--- src/rtl/flash_status_pkg.sv ---
package flash_status_pkg;
  // Strobes from control to datapath
  typedef struct packed {
    logic statusOn;    // status replaces array data
    logic settling;    // post-program settling window
    logic flipToggle;  // advance toggle flag this cycle
  } rdCtrl_t;
endpackage

--- src/rtl/flash_status_ctrl.sv ---
module flash_status_ctrl
  import flash_status_pkg::*;
#(
  parameter int CNT_W = 3,
  parameter int PROG_PULSES = 4,
  parameter int ERASE_PULSES = 6,
  parameter int SETTLE_CYCLES = 50
) (
  input  logic             clk,
  input  logic             rst,
  input  logic             busy,
  input  logic             opIsErase,
  input  logic             rdStrobe,
  input  logic [CNT_W-1:0] wePulseCount,
  output rdCtrl_t          strobes,
  output logic             ready
);
  localparam int SW = $clog2(SETTLE_CYCLES + 1);
  localparam logic [CNT_W-1:0] PROG_THR = CNT_W'(PROG_PULSES);
  localparam logic [CNT_W-1:0] ERASE_THR = CNT_W'(ERASE_PULSES);
  localparam logic [SW-1:0] SETTLE_LOAD = SW'(SETTLE_CYCLES - 1);

  logic          rdPrev;
  logic          busyPrev;
  logic          progLatched;
  logic [SW-1:0] settleCnt;
  logic          pulsesOk;
  logic          progEnd;

  assign pulsesOk = opIsErase ? (wePulseCount >= ERASE_THR) : (wePulseCount >= PROG_THR);
  assign progEnd  = busyPrev && progLatched && !busy;

  always_ff @(posedge clk) rdPrev <= rdStrobe;

  always_ff @(posedge clk) begin
    if (rst) begin
      busyPrev    <= 1'b0;
      progLatched <= 1'b0;
      settleCnt   <= '0;
    end else begin
      busyPrev <= busy;
      if (busy) progLatched <= !opIsErase;
      if (busy)                  settleCnt <= '0;
      else if (progEnd)          settleCnt <= SETTLE_LOAD;
      else if (settleCnt != '0)  settleCnt <= settleCnt - 1'b1;
    end
  end

  always_comb begin
    strobes.statusOn   = busy && pulsesOk;
    strobes.settling   = progEnd || (settleCnt != '0);
    strobes.flipToggle = strobes.statusOn && rdStrobe && !rdPrev;
  end

  assign ready = !busy && !strobes.settling;
endmodule

--- src/rtl/flash_status_dp.sv ---
module flash_status_dp
  import flash_status_pkg::*;
(
  input  logic       clk,
  input  logic       rst,
  input  rdCtrl_t    strobes,
  input  logic       opIsErase,
  input  logic [7:0] progData,
  input  logic [7:0] arrayData,
  output logic [7:0] rdData,
  output logic       toggleQ
);
  always_ff @(posedge clk) begin
    if (rst)                     toggleQ <= 1'b0;
    else if (strobes.flipToggle) toggleQ <= !toggleQ;
  end

  always_comb begin
    if (strobes.statusOn)
      rdData = {(opIsErase ? 1'b0 : !progData[7]), toggleQ, arrayData[5:0]};
    else if (strobes.settling)
      rdData = {arrayData[7], ~arrayData[6:0]};
    else
      rdData = arrayData;
  end
endmodule

--- src/rtl/flash_status_gen.sv ---
module flash_status_gen
  import flash_status_pkg::*;
#(
  parameter int CNT_W = 3,
  parameter int PROG_PULSES = 4,
  parameter int ERASE_PULSES = 6,
  parameter int SETTLE_CYCLES = 50
) (
  input  logic             clk,
  input  logic             rst,
  input  logic             busy,
  input  logic             opIsErase,
  input  logic [7:0]       progData,
  input  logic [7:0]       arrayData,
  input  logic             rdStrobe,
  input  logic [CNT_W-1:0] wePulseCount,
  output logic [7:0]       rdData,
  output logic             ready
);
  rdCtrl_t strobes;
  logic    toggleQ;
  logic    statusOnW;

  assign statusOnW = strobes.statusOn;

  flash_status_ctrl #(
    .CNT_W(CNT_W), .PROG_PULSES(PROG_PULSES),
    .ERASE_PULSES(ERASE_PULSES), .SETTLE_CYCLES(SETTLE_CYCLES)
  ) uCtrl (
    .clk(clk), .rst(rst), .busy(busy), .opIsErase(opIsErase),
    .rdStrobe(rdStrobe), .wePulseCount(wePulseCount),
    .strobes(strobes), .ready(ready)
  );

  flash_status_dp uDp (
    .clk(clk), .rst(rst), .strobes(strobes), .opIsErase(opIsErase),
    .progData(progData), .arrayData(arrayData),
    .rdData(rdData), .toggleQ(toggleQ)
  );
endmodule

--- config.mk ---
export PLATFORM = sky130hd
export DESIGN_NAME = flash_status_gen
export DESIGN_NICKNAME = d
export VERILOG_FILES = /design/src/rtl/flash_status_pkg.sv /design/src/rtl/flash_status_ctrl.sv /design/src/rtl/flash_status_dp.sv /design/src/rtl/flash_status_gen.sv
export SDC_FILE = /design/constraint.sdc
export NUM_CORES = 1
export LEC_CHECK = 0
export ABC_CLOCK_PERIOD_IN_PS = 3900
export CORE_MARGIN = 2
export CORE_UTILIZATION = 39
export DETAILED_ROUTE_END_ITERATION = 10
export PLACE_DENSITY = 0.82
export SYNTH_ARGS = -nofsm -noshare
export SYNTH_HDL_FRONTEND = slang
export SYNTH_SLANG_ARGS = --single-unit
--- constraint.sdc ---
create_clock -name clk -period 3.9 [get_ports clk]
set_clock_uncertainty 0.1 [all_clocks]
set_input_delay 0.975 -clock clk [delete_from_list [all_inputs] [get_ports clk]]
set_output_delay 0.975 -clock clk [all_outputs]
set_load 0.1 [all_outputs]
# == After elaboration in Yosys (flattened, before gate mapping) ==
# Index checks and enable logic that the tools add are counted.
# classes
bitwise,1
n_addsub,1
mux,6
n_lt_le_gt_ge,2
n_reduce_logical,17
# ops
operator,n
$mux 6,2
$mux 8,1
$mux 7,1
$not 7->7,1
$ge 3x3->1 const B,2
$logic_and 1x1->1,6
$logic_not 1->1,6
$reduce_bool 6->1,1
$sub 6x1->6 const B,1
$reduce_or 3->1,1
$mux 1,2
$reduce_bool 2->1,1
$reduce_or 2->1,1
$logic_or 1x1->1,1
# totals
wordCells,33
output_inout_bits,9
register_bits,10
in_bits,24

# == Depth between registers and ports, before layout ==
# logic_depth
word_depth,5
ltp_mapped,6
depth_no_buf,5

# == Modules after synthesis ==
# A second synthesis with hierarchy kept.
# hier_totals
cells_unflattened,67
hier_area_um2,585.6
# modules_own_cells
module,area_per_inst_um2,n_inst,cells_each,seq_area_each_um2
flash_status_ctrl,450.4,1,51,180.2
flash_status_dp,135.1,1,16,20.0

# == Worst setup path after synthesis ==
# OpenSTA, ideal clock, no wires.
# synth_timing
kind,input -> output
startpoint,input busy
endpoint,output rdData[6]
setup_slack_ns,-1.199
stages,5
n_path_buf,2
arrival_time_ns,4.024
required_ns,2.825
path_cell_list,buf_2 > and3b_1 > buf_2 > o31a_2 > o31ai_1
# synth_between
elab_chain_cells,5
word_cells_on_any_way,6
cone_classes,mux (2); reduce/logical (4)
# synth_rtl
item,line,source
start: declaration,flash_status_gen.sv:11,"input logic busy,"
$logic_not 1->1,flash_status_ctrl.sv:31,assign progEnd = busyPrev && progLatched && !busy;
$logic_and 1x1->1,flash_status_ctrl.sv:31,
$logic_or 1x1->1,flash_status_ctrl.sv:51,strobes.settling = progEnd || (settleCnt != '0);
$mux 7,flash_status_dp.sv:21,else if (strobes.settling)
$mux 8 (*),flash_status_dp.sv:19,if (strobes.statusOn)
end: declaration,flash_status_gen.sv:17,"output logic [7:0] rdData,"
# Mark *: on every way between the ends. The rest lies on a longest branch, timed or not.

# == Worst setup path in the final report ==
# layout_timing
startpoint,input opIsErase
endpoint,output rdData[0]
# layout_between
elab_chain_cells,3
# layout_rtl
item,line,source
start: declaration,flash_status_gen.sv:12,"input logic opIsErase,"
$mux 1,flash_status_ctrl.sv:30,assign pulsesOk = opIsErase ? (wePulseCount >= ERASE_THR) : (wePulseCount >= PROG_THR);
$logic_and 1x1->1,flash_status_ctrl.sv:50,strobes.statusOn = busy && pulsesOk;
$mux 8,flash_status_dp.sv:19,
# Every way passes these cells.

==> flow_summary.json <==
{
  "critPathBufInv": 3,
  "drc": 0,
  "cts_sinks": 10,
  "syn2layout_area_growth_pct": 77.9,
  "vdd.ir_drop.worst_uv": 555,
  "vias": 595,
  "ys_seq_elements": 10,
  "cts_max_path_buffers": 2,
  "fin_crit_sh_pct": 95.6,
  "worst-setup-path-type": "input pin to output port",
  "avgRoutedWirePerCell_um": 13.1,
  "outcome": "finished, final reports clean",
  "place_area_um2": 1000,
  "grt_max_degree": 9,
  "clkTransAtPathRegs_ns": 0.07,
  "postRouteAntennaNets": 0,
  "fmaxAchievable_mhz": 268,
  "synth-async-reset-ratio_pct": 0,
  "fillCellCount": 95,
  "stdcell_area_um2": 1040,
  "leakage_nw": 0.418,
  "setup_viol": 0,
  "worstPathMaxFanout": 6,
  "grt-ovfl-total": 0,
  "power_density_nw_per_um2": 988,
  "drt_wl_total_um": 1420,
  "synth.largest_area_cell": "dfxtp_1",
  "nets": 120,
  "grt_setup_unrepaired": "false",
  "synth.most_common_cell": "dfxtp_1",
  "htreeDepth": 1,
  "yosysWarnings": 0,
  "drt_iter0_drc": 7,
  "maxSlewViolCount": 0,
  "critPathArrivalTime_ns": 2.65,
  "cts-resized-gates": 0,
  "worstMarginPinSlew_ns": 0.383,
  "ys.flop_type": "dfxtp_1",
  "hold_class": "register to register",
  "dr.pass1.iters": 4,
  "port_buffers": 24,
  "cp_slowest_cell": "clkdlybuf4s50_1",
  "crit_path_end_kind": "output port",
  "numCtsBuffers": 3,
  "yosysUniqueCellTypes": 30,
  "synth_top_area_share_pct": 34.3,
  "critical_path.max_stage_delay_ns": 0.54,
  "yosysSeqAreaShare_pct": 34.3,
  "n_antenna_cell": 0,
  "maxCapViolCount": 0,
  "hold_viol": 0,
  "cts_tree": "done",
  "crit_path_start_kind": "input pin",
  "relSlewSlack_pct": 74.2,
  "synthTopCellsByCount": "10 x dfxtp_1, 6 x xor2_1, 5 x nor2_1",
  "grt_pass1_vias": 591,
  "critPathMostFrequentCell": "buf_12",
  "vias_per_cell": 5.46,
  "cp_cell_sequence": "clkdlybuf4s50_1 > nor2b_1 > o32a_1 > buf_12 > xor2_2 > buf_12",
  "cts_setup_buffers": 0,
  "synth_nets": 91,
  "critPathTopFamily": "buffers and inverters",
  "die_h_um": 42.7,
  "rows": 13,
  "finalPower_mw": 1.03,
  "avgSynthCellArea_um2": 8.83,
  "core_area_um2": 1350,
  "worstSkewPairLatency_ns": 0.27,
  "grt_pass1_wl_um": 2650,
  "cts_root_buf": "clkbuf_4",
  "dp_hpwl_um": 1180,
  "fin_crit_ns": 3.73,
  "synth_area_leaders": "dfxtp_1 34%, xor2_1 9.0%, o31ai_1 5.2%",
  "grt_use_total_pct": 19.6,
  "synth-edff-count": 0,
  "drive_gt1_share_pct": 28.7,
  "syn_area_um2": 583,
  "crit_required_ns": 2.82,
  "antenna_found_initial": 0,
  "fp.dieArea_um2": 1820,
  "netlist_instances": 66,
  "ctsHoldBuffers": 0,
  "die_w_um": 42.7,
  "boundaryPins": 33,
  "gp_congestion": 0.764,
  "start_util_pct": 43.2
}
==> metrics by stage <==
stage                     hold WS, ns  setup WS, ns  utilization [%]  TNS, ns  instances
after CTS                       0.402         0.176             76.8        0        109
final                           0.406         0.172             76.8        0        109
after floorplan                 0.341        -0.687                -    -1.02         66
after detailed placement        0.393         0.180             74.1        0        105
after global routing            0.421        0.0740             76.8        0        109
after global placement          0.358         0.227             74.1        0        105
==> worst reg2reg max path, cell delays in order, from the launching register on <==
cell	delay (ns)
dfxtp_1	0.35
or4_1	0.57
o21a_1	0.19
o31a_1	0.26
==> worst paths after layout <==
kind | from | endpoint | slack [ns] | cells after the start
max | opIsErase | rdData[0] | 0.17 | 6
min | uCtrl.progLatched | uCtrl.progLatched | 0.41 | 2
max reg2reg | uCtrl.settleCnt[3] | uCtrl.settleCnt[5] | 2.32 | 3
min reg2reg | uCtrl.progLatched | uCtrl.progLatched | 0.41 | 2
==> power breakdown <==
part	internal [mW]	switching (mW)	leakage, nW
combinational	0.292	0.514	0.316
sequential	0.114	0.0109	0.0819
clock	0.0567	0.0371	0.0210
total	0.463	0.562	0.418
==> cell families after synthesis <==
logic type,count (synthesis),synth area share (%)
AO/OA/AOI/OAI,18,23.2
flip-flops,10,34.3
AND/OR/NAND/NOR,25,25.8
buffers and inverters,6,5.58
adder cells (fa/ha/maj),1,2.15
XOR/XNOR,6,9.01
==> metal layers <==
layer / global-route usage [%] / up-vias / share of wire, %
met4: 10.0 / 0 / 3.6
met2: 33.0 / 20 / 53
met5: 0 / - / 0
met1: 22.1 / 270 / 37
li1: - / 297 / -
met3: 5.96 / 8 / 6.3
==> registers in the layout, indices dropped and copies added (netlist names) <==
name               count
uCtrl.progLatched      1
uCtrl.rdPrev           1
uCtrl.busyPrev         1
uCtrl.settleCnt        6
uDp.toggleQ            1
==> layout by cell type (no fill, tap or decap), types with 2 or more instances in the layout <==
master,instances
nor2b_1,2
o31ai_2,2
or4_1,2
buf_12,10
nor3_1,2
o31ai_1,2
clkdlybuf4s50_1,15
nor4_1,4
inv_1,3
dfxtp_1,10
nor2_1,5
buf_4,2
nand2_1,3
xor2_2,6
o31a_1,2
clkbuf_4,3
a21oi_1,3
a211oi_1,2
==> layout make-up <==
cell class	count	area (um2)	share of cell area [%]
multi-input cells	50	405	39.1
repair buffers	27	365	35.2
flip-flops and latches	10	200	19.3
clock buffers	4	36.3	3.50
well taps	15	18.8	1.81
inverters	3	11.3	1.09
(Power assumes the default switching activity.)
